===== src/rtl/stopgen_pkg.sv =====
// Package: shared state encoding for the stop generator.
// Assumes nothing beyond being compiled before the modules that import it.
package stopgen_pkg;

    typedef enum logic [2:0] {
        ST_IDLE     = 3'd0,  // lines released, waiting for a request
        ST_HOLD_SDA = 3'd1,  // SDA and SCL held low, first interval
        ST_WAIT_SCL = 3'd2,  // SCL released, waiting for it to read high
        ST_SCL_HIGH = 3'd3,  // SCL high interval, watching for a pull-down
        ST_SDA_REL  = 3'd4   // SDA released, final interval then check
    } stop_state_e;

endpackage


===== src/rtl/stopgen_sync.sv =====
// Module: multi-bit, multi-stage synchronizer for the sensed bus lines.
// Assumes lines idle high, so every stage resets to 1.
module stopgen_sync #(
    parameter int WIDTH  = 2,
    parameter int STAGES = 2
) (
    input  logic             clk,
    input  logic             rst_n,
    input  logic [WIDTH-1:0] din,
    output logic [WIDTH-1:0] dout
);

    logic [WIDTH-1:0] stage_q [STAGES];

    generate
        for (genvar s = 0; s < STAGES; s++) begin : g_stage
            if (s == 0) begin : g_first
                // Capture the asynchronous input.
                always_ff @(posedge clk) begin
                    if (!rst_n) stage_q[s] <= '1;
                    else        stage_q[s] <= din;
                end
            end else begin : g_next
                // Pass the value one stage further.
                always_ff @(posedge clk) begin
                    if (!rst_n) stage_q[s] <= '1;
                    else        stage_q[s] <= stage_q[s-1];
                end
            end
        end
    endgenerate

    assign dout = stage_q[STAGES-1];

endmodule


===== src/rtl/stopgen_brg.sv =====
// Module: interval timer loaded with the reload value and counting to zero.
// Assumes the caller pulses load for one cycle. A reload of 0 loads 1.
// expired is high whenever the count rests at zero.
module stopgen_brg #(
    parameter int RELOAD_W = 7
) (
    input  logic                clk,
    input  logic                rst_n,
    input  logic                load,
    input  logic [RELOAD_W-1:0] reload,
    output logic                expired
);

    localparam logic [RELOAD_W-1:0] ONE = RELOAD_W'(1);

    logic [RELOAD_W-1:0] cnt_q;
    logic [RELOAD_W-1:0] load_val;

    // Clamp a zero reload to the shortest interval.
    always_comb load_val = (reload == '0) ? ONE : reload;

    // Load on request, otherwise count down and rest at zero.
    always_ff @(posedge clk) begin
        if (!rst_n)              cnt_q <= '0;
        else if (load)           cnt_q <= load_val;
        else if (cnt_q != '0)    cnt_q <= cnt_q - ONE;
    end

    assign expired = (cnt_q == '0);

    assert_count_down_R4: assert property (@(posedge clk) disable iff (!rst_n)
        (!load && cnt_q != '0) |=> (cnt_q == $past(cnt_q) - ONE));

    assert_load_nonzero_R10: assert property (@(posedge clk) disable iff (!rst_n)
        load |=> (cnt_q != '0));

endmodule


===== src/rtl/stopgen_fsm.sv =====
// Module: sequencer of the Stop phases and the collision checks.
// Assumes synchronized line levels and an interval timer that reports expiry.
// After SDA is released it waits SYNC_STAGES cycles so the check does not
// read the level from before the release.
module stopgen_fsm
    import stopgen_pkg::*;
#(
    parameter int SYNC_STAGES = 2
) (
    input  logic clk,
    input  logic rst_n,
    input  logic stop_req,
    input  logic sda_s,
    input  logic scl_s,
    input  logic tmr_expired,
    output logic tmr_load,
    output logic sda_drive_low,
    output logic scl_drive_low,
    output logic busy,
    output logic ok_evt,
    output logic bcol_evt
);

    localparam int SW = $clog2(SYNC_STAGES + 1);
    localparam logic [SW-1:0] SETTLE_INIT = SW'(SYNC_STAGES);

    stop_state_e state_q, state_d;
    logic [SW-1:0] settle_q, settle_d;

    // Next-state, timer load and outcome decisions.
    always_comb begin
        state_d  = state_q;
        settle_d = (settle_q != '0) ? settle_q - SW'(1) : settle_q;
        tmr_load = 1'b0;
        ok_evt   = 1'b0;
        bcol_evt = 1'b0;
        unique case (state_q)
            ST_IDLE: begin
                if (stop_req) begin
                    state_d  = ST_HOLD_SDA;
                    tmr_load = 1'b1;
                end
            end
            ST_HOLD_SDA: begin
                if (tmr_expired && !sda_s) state_d = ST_WAIT_SCL;
            end
            ST_WAIT_SCL: begin
                if (scl_s) begin
                    state_d  = ST_SCL_HIGH;
                    tmr_load = 1'b1;
                end
            end
            ST_SCL_HIGH: begin
                if (!scl_s) begin
                    bcol_evt = 1'b1;
                    state_d  = ST_IDLE;
                end else if (tmr_expired) begin
                    state_d  = ST_SDA_REL;
                    tmr_load = 1'b1;
                    settle_d = SETTLE_INIT;
                end
            end
            ST_SDA_REL: begin
                if (tmr_expired && settle_q == '0) begin
                    ok_evt   = sda_s;
                    bcol_evt = !sda_s;
                    state_d  = ST_IDLE;
                end
            end
            default: state_d = ST_IDLE;
        endcase
    end

    // State and settle counter registers.
    always_ff @(posedge clk) begin
        if (!rst_n) begin
            state_q  <= ST_IDLE;
            settle_q <= '0;
        end else begin
            state_q  <= state_d;
            settle_q <= settle_d;
        end
    end

    // Line enables and busy, decoded from the state register.
    always_comb begin
        busy          = (state_q != ST_IDLE);
        scl_drive_low = (state_q == ST_HOLD_SDA);
        sda_drive_low = (state_q == ST_HOLD_SDA) || (state_q == ST_WAIT_SCL) ||
                        (state_q == ST_SCL_HIGH);
    end

    assert_scl_after_sda_low_R3: assert property (@(posedge clk) disable iff (!rst_n)
        $fell(scl_drive_low) |-> !$past(sda_s));

    assert_single_outcome_R6: assert property (@(posedge clk) disable iff (!rst_n)
        !(ok_evt && bcol_evt));

    assert_req_ignored_R9: assert property (@(posedge clk) disable iff (!rst_n)
        (busy && stop_req && !ok_evt && !bcol_evt) |=> busy);

endmodule


===== src/rtl/i2c_stop_gen.sv =====
// Module: top of the I2C master Stop generator.
// Assumes SCL is held low by this master when stop_req arrives. Holds the
// sticky result flags and wires synchronizer, timer and sequencer.
module i2c_stop_gen #(
    parameter int RELOAD_W    = 7,
    parameter int SYNC_STAGES = 2
) (
    input  logic                clk,
    input  logic                rst_n,
    input  logic                stop_req,
    input  logic [RELOAD_W-1:0] reload,
    input  logic                sda_in,
    input  logic                scl_in,
    input  logic                done_irq_clr,
    input  logic                bcol_clr,
    output logic                sda_drive_low,
    output logic                scl_drive_low,
    output logic                stop_busy,
    output logic                stop_seen,
    output logic                done_irq,
    output logic                bcol_flag
);

    logic [1:0] lines_s;
    logic       tmr_load, tmr_expired;
    logic       ok_evt, bcol_evt;
    logic       accept;

    stopgen_sync #(.WIDTH(2), .STAGES(SYNC_STAGES)) u_sync (
        .clk  (clk),
        .rst_n(rst_n),
        .din  ({scl_in, sda_in}),
        .dout (lines_s)
    );

    stopgen_brg #(.RELOAD_W(RELOAD_W)) u_brg (
        .clk    (clk),
        .rst_n  (rst_n),
        .load   (tmr_load),
        .reload (reload),
        .expired(tmr_expired)
    );

    stopgen_fsm #(.SYNC_STAGES(SYNC_STAGES)) u_fsm (
        .clk          (clk),
        .rst_n        (rst_n),
        .stop_req     (stop_req),
        .sda_s        (lines_s[0]),
        .scl_s        (lines_s[1]),
        .tmr_expired  (tmr_expired),
        .tmr_load     (tmr_load),
        .sda_drive_low(sda_drive_low),
        .scl_drive_low(scl_drive_low),
        .busy         (stop_busy),
        .ok_evt       (ok_evt),
        .bcol_evt     (bcol_evt)
    );

    // A request counts only when the sequencer is idle.
    assign accept = stop_req && !stop_busy;

    // Sticky result flags: setting events win over software clears.
    always_ff @(posedge clk) begin
        if (!rst_n) begin
            stop_seen <= 1'b0;
            done_irq  <= 1'b0;
            bcol_flag <= 1'b0;
        end else begin
            if (ok_evt)      stop_seen <= 1'b1;
            else if (accept) stop_seen <= 1'b0;
            if (ok_evt)            done_irq <= 1'b1;
            else if (done_irq_clr) done_irq <= 1'b0;
            if (bcol_evt)      bcol_flag <= 1'b1;
            else if (bcol_clr) bcol_flag <= 1'b0;
        end
    end

    assert_bcol_sticky_R8: assert property (@(posedge clk) disable iff (!rst_n)
        (bcol_flag && !bcol_clr) |=> bcol_flag);

    assert_irq_sticky_R8: assert property (@(posedge clk) disable iff (!rst_n)
        (done_irq && !done_irq_clr) |=> done_irq);

    assert_no_stop_on_bcol_R6: assert property (@(posedge clk) disable iff (!rst_n)
        $rose(bcol_flag) |-> !$rose(stop_seen));

    assert_idle_released_R5: assert property (@(posedge clk) disable iff (!rst_n)
        !stop_busy |-> (!sda_drive_low && !scl_drive_low));

endmodule


===== config.mk =====
export PLATFORM = sky130hd
export DESIGN_NAME = i2c_stop_gen
export DESIGN_NICKNAME = d
export VERILOG_FILES = /design/src/rtl/stopgen_pkg.sv /design/src/rtl/stopgen_sync.sv /design/src/rtl/stopgen_brg.sv /design/src/rtl/stopgen_fsm.sv /design/src/rtl/i2c_stop_gen.sv
export SDC_FILE = /design/constraint.sdc
export NUM_CORES = 1
export LEC_CHECK = 0
export BUFFER_PORTS_ARGS = -buffer_cell sky130_fd_sc_hd__buf_4
export CORE_MARGIN = 2
export CORE_UTILIZATION = 52
export CTS_CLUSTER_DIAMETER = 30
export CTS_CLUSTER_SIZE = 16
export DETAILED_ROUTE_END_ITERATION = 6
export PLACE_DENSITY = 0.76
export SETUP_SLACK_MARGIN = 0.15
export SYNTH_ARGS = -nofsm -noshare
export SYNTH_HDL_FRONTEND = slang
export SYNTH_SLANG_ARGS = --single-unit

===== constraint.sdc =====
create_clock -name clk -period 1.9 [get_ports clk]
set_input_delay 0 -clock clk [delete_from_list [all_inputs] [get_ports clk]]
set_output_delay 0 -clock clk [all_outputs]
set_load 0.01 [all_outputs]

==> results.md, run 1 <==
- Filler Cells Inserted: 126
- Placeable core region: 1730 um2
- GRT Residual Overflow: 0
- Required @ worst endpoint: 2.12 ns
- Seq/Total Area, Yosys: 39.9%
- Number of enable-type register cells in the synthesized netlist: 0
- Row cnt: 15
- Chip height: 46.8 um
- Antenna violations before repair: 0
- Run status: finished, final reports clean
- Wirelength per Cell: 14.5 um
- Clock latency on the worst-skew pair: 0.30 ns
- Number of cells on the worst reg-to-reg path: 4
- Detailed placement HPWL: 1700 um
- Internal Dissipation: 0.737 mW
- Net switching power: 0.392 mW
- Gr usage total: 26.1%
- Final hold vios: 0
- Area of all sequential standard cells: 383 um2
- ANT cells: 0
- Critical hold path startpoint: reload[0]
- Largest clock skew in the final design: 0.00366 ns
- Comb power frac: 38.8%
- Share of the clock period used by the worst path: 94.5%
- Critical path, cell by cell: or4_4 -> o32a_4 -> or2_4 -> a211oi_2
- Worst path slowest cell: sky130_fd_sc_hd__or4_4
- Non-Filler Cell Area, Final: 1320 um2
- Switching power share of the total: 34.7%
- P_leak: 0.536 nW
- Unique masters post-synth: 37
- Final-layout setup total negative slack: 0 ns
- Net count after synthesis: 127
- Summed instance area of the synthesized netlist: 953 um2
- Mean area per synthesized cell: 8.59 um2
- Min Clock Period, post-route: 1.80 ns
- Most common flop cell mapped by yosys: sky130_fd_sc_hd__dfxtp_1
- Total area of multi-input combinational cells: 567 um2
- Final Setup Violations: 0
- RD Place Congestion: 0.960
- Register-to-register setup slack: 0.10 ns
- Power per Cell Area: 853 nW/um2
- Net count reported at finish: 165
- Critical Path Source Type: flip-flop
- Count of input and output buffers: 19
- Total Wirelength: 2500 um
- Placement-stage cell area: 1130 um2
- Hold Path Sink: u_brg.cnt_q[0]$_SDFFE_PN0P_
- Most frequent cell after synthesis: sky130_fd_sc_hd__dfxtp_1
- CP top delay family: simple AND/OR/NAND/NOR gates
- Worst hold path cell count: 3
- Async set-reset flop share out of synthesis: 0%
- Nature of the critical path endpoint: flip-flop
- First-iteration detailed-routing DRC count: 42
- Critical Path Fanout Max: 5
- Cell count after synthesis: 111
- Maximum number of pins on one net before global-route repair: 17
- Number of storage elements in the synthesis netlist: 19
- Post-layout utilization of the core: 76.7%
- Fraction of layout instances using a drive strength above 1: 27.7%
- Crit path largest cell delay: 0.55 ns
- Final max-slew violation count: 0
- IR Drop Worst-Case VDD: 0.625 mV
- TritonCTS clock tree: built
- Number of nets still failing antenna checks after routing: 0
- DR pass1 iterations: 4
- Category of the critical setup timing path: flip-flop to flip-flop
- Synth area leaders: sky130_fd_sc_hd__dfxtp_1, sky130_fd_sc_hd__nand2b_1, sky130_fd_sc_hd__nand2_1, sky130_fd_sc_hd__mux2i_1, sky130_fd_sc_hd__nor2_1
- Most frequent cells after synthesis: sky130_fd_sc_hd__dfxtp_1, sky130_fd_sc_hd__nand2_1, sky130_fd_sc_hd__nand2b_1, sky130_fd_sc_hd__nor2_1, sky130_fd_sc_hd__inv_1
- Yosys warnings: 0
- I/O pin cnt: 20
- Clk sink count: 19
- Cell type with the highest aggregate area in the netlist: sky130_fd_sc_hd__dfxtp_1
- Launch point of the worst reg-to-reg path: u_brg.cnt_q[2]$_SDFFE_PN0P_
- Critical register-to-register path endpoint: u_brg.cnt_q[0]$_SDFFE_PN0P_
- Max clock buf depth: 2
- Clock power share: 18.5%
- Root Buffer Master: sky130_fd_sc_hd__clkbuf_4
- Classification of the worst-slack hold path: input port to flip-flop
- Detailed-route via count: 976
- Power consumption: 1.13 mW
- Top cell type's share of synthesized area: 39.9%
- Via count of the first global-routing pass: 903
- H-tree depth: 1
- Transition time at the pin with the least slew margin: 0.413 ns
- RSZ-0062 raised after global routing: true
- Synthesis-to-layout area growth: 38.8%
- Max Clock Freq: 557 MHz
- Total CTS buffers: 3
- Sequential fraction of design power: 42.7%
- Relative slew slack: 72.5%
- Total Die Area: 2190 um2
- Global-route wire length before repair: 4010 um
- Number of remaining DRC errors: 0
- Max-cap violations: 0
- Clock-pin slew reported for the worst setup and hold paths after clock tree synthesis: 0.11 ns
- Horiz. Die Dim: 46.8 um
- Arrival time of the worst setup path: 2.02 ns
- Via count normalized by instance count: 5.64
- Starting density of the core: 55.2%
- Buf/Inv on CP: 0
-- metrics by stage --
step           instances  hold WS (ns)  worst slack, ns
2_1_floorplan        111        0.0730            0.169
3_3_place_gp         155         0.186            0.125
3_5_place_dp         155         0.191           0.0904
4_1_cts              172        0.0492            0.127
5_1_grt              173        0.0502           0.0575
6_report             173        0.0521            0.105
-- power groups by stage --
stage / Sequential [mW] / Clock (mW) / Combinational [mW]
final: 0.482 / 0.209 / 0.438
after global routing: 0.486 / 0.228 / 0.482
after CTS: 0.476 / 0.212 / 0.402
after detailed placement: 0.486 / 0 / 0.357
after global placement: 0.487 / 0 / 0.350
after floorplan: 0.484 / 0 / 0.242
-- how the worst max path moves through the flow --
stage	cells after the start	end	slack [ns]	startpoint
2_1_floorplan	4	u_brg.cnt_q[5]$_SDFFE_PN0P_	0.17	u_brg.cnt_q[2]$_SDFFE_PN0P_
3_3_place_gp	4	u_brg.cnt_q[3]$_SDFFE_PN0P_	0.12	u_brg.cnt_q[3]$_SDFFE_PN0P_
3_5_place_dp	4	u_brg.cnt_q[2]$_SDFFE_PN0P_	0.09	u_brg.cnt_q[3]$_SDFFE_PN0P_
4_1_cts	4	u_brg.cnt_q[5]$_SDFFE_PN0P_	0.13	u_brg.cnt_q[2]$_SDFFE_PN0P_
5_1_grt	4	u_brg.cnt_q[6]$_SDFFE_PN0P_	0.06	u_brg.cnt_q[2]$_SDFFE_PN0P_
6_report	4	u_brg.cnt_q[0]$_SDFFE_PN0P_	0.10	u_brg.cnt_q[2]$_SDFFE_PN0P_
-- registers in the layout, indices dropped and copies added, names as in the netlist --
| register | flops |
|---|---|
| u_brg.cnt_q | 7 |
| u_sync.stage_q | 4 |
| u_fsm.state_q | 3 |
| u_fsm.settle_q | 2 |
| bcol_flag | 1 |
| done_irq | 1 |
| stop_seen | 1 |
-- cell type report --
type                       instances  share of cell area (%)
tap                               25                    2.36
inverter                           7                    1.98
clock buffer                       4                    1.98
multi-input combinational         83                    42.8
timing repair buffer              35                    21.9
sequential                        19                    28.9
-- logic make-up (layout without fill, tap and decap cells) --
| logic type | after synthesis | after routing | share of synthesized area (%) |
|---|---|---|---|
| multiplexers | 4 | 4 | 4.20 |
| buffers and inverters | 9 | 46 | 3.94 |
| AND/OR/NAND/NOR | 51 | 51 | 28.6 |
| XOR/XNOR | 3 | 3 | 2.76 |
| flip-flops | 19 | 19 | 39.9 |
| adder cells (fa/ha/maj) | 2 | 2 | 2.62 |
| AO/OA/AOI/OAI | 23 | 23 | 18.0 |
-- worst reg2reg max path: stages (launching register included) --
cell and delay, ns:
sky130_fd_sc_hd__dfxtp_2 0.34, sky130_fd_sc_hd__or4_4 0.55, sky130_fd_sc_hd__o32a_4 0.36, sky130_fd_sc_hd__or2_4 0.26, sky130_fd_sc_hd__a211oi_2 0.21
-- repair_timing --
item	in CTS	in global routing
resized for setup	7	3
cloned	0	0
setup buffers	2	1
endpoints found under the hold margin	10	0
pin swaps	0	1
hold buffers	11	0
endpoints found under the setup margin	9	11
-- cell usage in the layout, fill, tap and decap left out, types with 3 or more instances in the layout --
cell,instances
sky130_fd_sc_hd__dfxtp_1,17
sky130_fd_sc_hd__or4_1,3
sky130_fd_sc_hd__nor2_1,8
sky130_fd_sc_hd__clkbuf_4,3
sky130_fd_sc_hd__buf_4,24
sky130_fd_sc_hd__nand2b_1,9
sky130_fd_sc_hd__a21oi_1,5
sky130_fd_sc_hd__nand3_1,5
sky130_fd_sc_hd__o21ai_0,3
sky130_fd_sc_hd__mux2i_1,4
sky130_fd_sc_hd__dlygate4sd3_1,11
sky130_fd_sc_hd__nor3_1,3
sky130_fd_sc_hd__nand2_1,11
sky130_fd_sc_hd__inv_1,5
-- routing by layer --
metal  share of wire (%)  global-route usage [%]  vias up
met5                   0                       0        -
met4                 1.8                    8.89        0
met2                  48                    39.2       44
li1                    -                       -      475
met3                 6.4                    5.00        6
met1                  43                    37.5      451
No activity file was read; power rests on OpenSTA's default activity.
==> inputs of run 2 (changes only) <==
- RECOVER_POWER: unset -> 100
==> results.md, run 2 (synthesis results as in run 1) <==
- Run status: finished, final reports clean (unchanged)
- IR Drop Worst-Case VDD: 0.620 mV (was 0.625 mV)
- Net count reported at finish: 165 (unchanged)
- Comb power frac: 38.3% (was 38.8%)
- Power consumption: 1.11 mW (was 1.13 mW)
- I/O pin cnt: 20 (unchanged)
- Non-Filler Cell Area, Final: 1290 um2 (was 1320 um2)
- Row cnt: 15 (unchanged)
- Max FFs per register: 7 (unchanged)
- TritonCTS clock tree: built (unchanged)
- Gr usage total: 26.1% (unchanged)
- ANT cells: 0 (unchanged)
- P_leak: 0.510 nW (was 0.536 nW)
- Nature of the critical path endpoint: flip-flop (unchanged)
- Placeable core region: 1730 um2 (unchanged)
- RD Place Congestion: 0.960 (unchanged)
- Top flop regs: u_brg.cnt_q: 7 flops, u_sync.stage_q: 4 flops, u_fsm.state_q: 3 flops (unchanged)
- Filler Cells Inserted: 137 (was 126)
- Final Setup Violations: 0 (unchanged)
- Required @ worst endpoint: 2.15 ns (was 2.12 ns)
- Via count of the first global-routing pass: 903 (unchanged)
- Largest register by flop count: u_brg.cnt_q (unchanged)
- Clk sink count: 19 (unchanged)
- Starting density of the core: 55.2% (unchanged)
- Switching power share of the total: 34.7% (about the same)
- Register-to-register setup slack: 0.06 ns (was 0.10 ns)
- Wirelength per Cell: 14.4 um (was 14.5 um)
- Largest clock skew in the final design: 0.00347 ns (was 0.00366 ns)
- Global-route wire length before repair: 4010 um (unchanged)
- Sequential fraction of design power: 43.1% (was 42.7%)
- Critical hold path startpoint: reload[0] (unchanged)
- Total Wirelength: 2490 um (was 2500 um)
- Launch point of the worst reg-to-reg path: u_brg.cnt_q[2]$_SDFFE_PN0P_ (unchanged)
- Share of the clock period used by the worst path: 96.7% (was 94.5%)
- Total Die Area: 2190 um2 (unchanged)
- Total CTS buffers: 3 (unchanged)
- Critical register-to-register path endpoint: u_fsm.state_q[2]$_SDFFE_PN0P_ (was u_brg.cnt_q[0]$_SDFFE_PN0P_)
- Max Clock Freq: 544 MHz (was 557 MHz)
- Max clock buf depth: 2 (unchanged)
- Net switching power: 0.387 mW (was 0.392 mW)
- Category of the critical setup timing path: flip-flop to flip-flop (unchanged)
- Commonest non-fill, non-tap cell in the layout: sky130_fd_sc_hd__dfxtp_1 (was sky130_fd_sc_hd__buf_4)
- Worst hold path cell count: 3 (unchanged)
- Root Buffer Master: sky130_fd_sc_hd__clkbuf_4 (unchanged)
- Chip height: 46.8 um (unchanged)
- Via count normalized by instance count: 5.61 (was 5.64)
- Maximum number of pins on one net before global-route repair: 17 (unchanged)
- Count of input and output buffers: 19 (unchanged)
- Max-cap violations: 0 (unchanged)
- Horiz. Die Dim: 46.8 um (unchanged)
- Number of nets still failing antenna checks after routing: 0 (unchanged)
- Number of cells on the worst reg-to-reg path: 4 (unchanged)
- First-iteration detailed-routing DRC count: 64 (was 42)
- Power per Cell Area: 861 nW/um2 (was 853 nW/um2)
- Hold Path Sink: u_brg.cnt_q[0]$_SDFFE_PN0P_ (unchanged)
- Relative slew slack: 72.4% (was 72.5%)
- Final-layout setup total negative slack: 0 ns (unchanged)
- GRT Residual Overflow: 0 (unchanged)
- Clock latency on the worst-skew pair: 0.30 ns (about the same)
- Placement-stage cell area: 1130 um2 (unchanged)
- Arrival time of the worst setup path: 2.08 ns (was 2.02 ns)
- H-tree depth: 1 (unchanged)
- Fraction of layout instances using a drive strength above 1: 22.3% (was 27.7%)
- Critical Path Fanout Max: 3 (was 5)
- Transition time at the pin with the least slew margin: 0.413 ns (about the same)
- Classification of the worst-slack hold path: input port to flip-flop (unchanged)
- Antenna violations before repair: 0 (unchanged)
- Final max-slew violation count: 0 (unchanged)
- DR pass1 iterations: 4 (unchanged)
- Internal Dissipation: 0.728 mW (was 0.737 mW)
- Detailed-route via count: 970 (was 976)
- Number of remaining DRC errors: 0 (unchanged)
- Commonest cells after routing, fill and taps aside: sky130_fd_sc_hd__dfxtp_1, sky130_fd_sc_hd__buf_4, sky130_fd_sc_hd__nand2_1, sky130_fd_sc_hd__dlygate4sd3_1, sky130_fd_sc_hd__nand2b_1 (was sky130_fd_sc_hd__buf_4, sky130_fd_sc_hd__dfxtp_1, sky130_fd_sc_hd__nand2_1, sky130_fd_sc_hd__dlygate4sd3_1, sky130_fd_sc_hd__nand2b_1)
- Clock-pin slew reported for the worst setup and hold paths after clock tree synthesis: 0.11 ns (about the same)
- RSZ-0062 raised after global routing: true (unchanged)
- Clock power share: 18.6% (was 18.5%)
- Final hold vios: 0 (unchanged)
- Synthesis-to-layout area growth: 35.8% (was 38.8%)
- Critical Path Source Type: flip-flop (unchanged)
- Min Clock Period, post-route: 1.84 ns (was 1.80 ns)
- Detailed placement HPWL: 1700 um (unchanged)
-- run 2: cell count changes in the layout (fill, tap and decap cells not counted), sizes merged --
| cell | previous run | this run |
|---|---|---|
| buf | 24 | 17 |
| clkbuf | 4 | 11 |
-- run 2: how the worst max path moves through the flow --
stage | startpoint | end | cells after the start
after global placement | u_brg.cnt_q[3]$_SDFFE_PN0P_ | u_brg.cnt_q[3]$_SDFFE_PN0P_ | 4
after floorplan | u_brg.cnt_q[2]$_SDFFE_PN0P_ | u_brg.cnt_q[5]$_SDFFE_PN0P_ | 4
after detailed placement | u_brg.cnt_q[3]$_SDFFE_PN0P_ | u_brg.cnt_q[2]$_SDFFE_PN0P_ | 4
after CTS | u_brg.cnt_q[2]$_SDFFE_PN0P_ | u_brg.cnt_q[5]$_SDFFE_PN0P_ | 4
after global routing | u_brg.cnt_q[2]$_SDFFE_PN0P_ | u_brg.cnt_q[6]$_SDFFE_PN0P_ | 4
final | u_brg.cnt_q[2]$_SDFFE_PN0P_ | u_fsm.state_q[2]$_SDFFE_PN0P_ | 4
-- run 2: power by group through the flow --
stage	sequential [mW]	combinational, mW	clock, mW
6_report	0.480	0.427	0.207
5_1_grt	0.484	0.473	0.228
4_1_cts	0.476	0.402	0.212
3_5_place_dp	0.486	0.357	0
3_3_place_gp	0.487	0.350	0
2_1_floorplan	0.484	0.242	0
-- run 2: final cells by class --
| cell class | instances | area, um2 | share of cell area [%] |
|---|---|---|---|
| Multi-Input combinational cell | 83 | 562 | 43.4 |
| Inverter | 7 | 26.3 | 2.03 |
| Sequential cell | 19 | 382 | 29.5 |
| Clock buffer | 4 | 26.3 | 2.03 |
| Timing Repair Buffer | 35 | 268 | 20.7 |
| Tap cell | 25 | 31.3 | 2.42 |
-- run 2: timing repair --
item / 4_1_cts / 5_1_grt
hold buffers: 11 / 0
endpoints found under the hold margin: 10 / 0
resized for setup: 7 / 3
gates cloned: 0 / 0
pin swaps: 0 / 1
setup endpoints to repair: 9 / 11
setup buffers: 2 / 1
-- run 2: metrics by stage --
stage               cells  utilization [%]  hold slack [ns]  worst slack [ns]
global route          173             75.0           0.0502            0.0571
finish                173             75.0           0.0483            0.0621
global placement      155             65.5            0.186             0.125
CTS                   172             75.8           0.0492             0.127
detailed placement    155             65.5            0.191            0.0904
floorplan             111                -           0.0730             0.169
-- run 2: per-layer routing --
| layer | up-vias | track usage (%) | wire [um] | share of wire (%) |
|---|---|---|---|---|
| met5 | - | 0 | 0 | 0 |
| met4 | 0 | 8.89 | 31 | 1.2 |
| met3 | 4 | 5.00 | 156 | 6.3 |
| met2 | 41 | 39.2 | 1230 | 49 |
| met1 | 448 | 37.5 | 1080 | 43 |
| li1 | 477 | - | - | - |
-- run 2: critical path, stage by stage, from the launching register on --
cell                      delay (ns)
sky130_fd_sc_hd__dfxtp_1        0.33
sky130_fd_sc_hd__or4_4          0.55
sky130_fd_sc_hd__or3_2          0.47
sky130_fd_sc_hd__a22oi_1        0.24
sky130_fd_sc_hd__and3_1         0.19
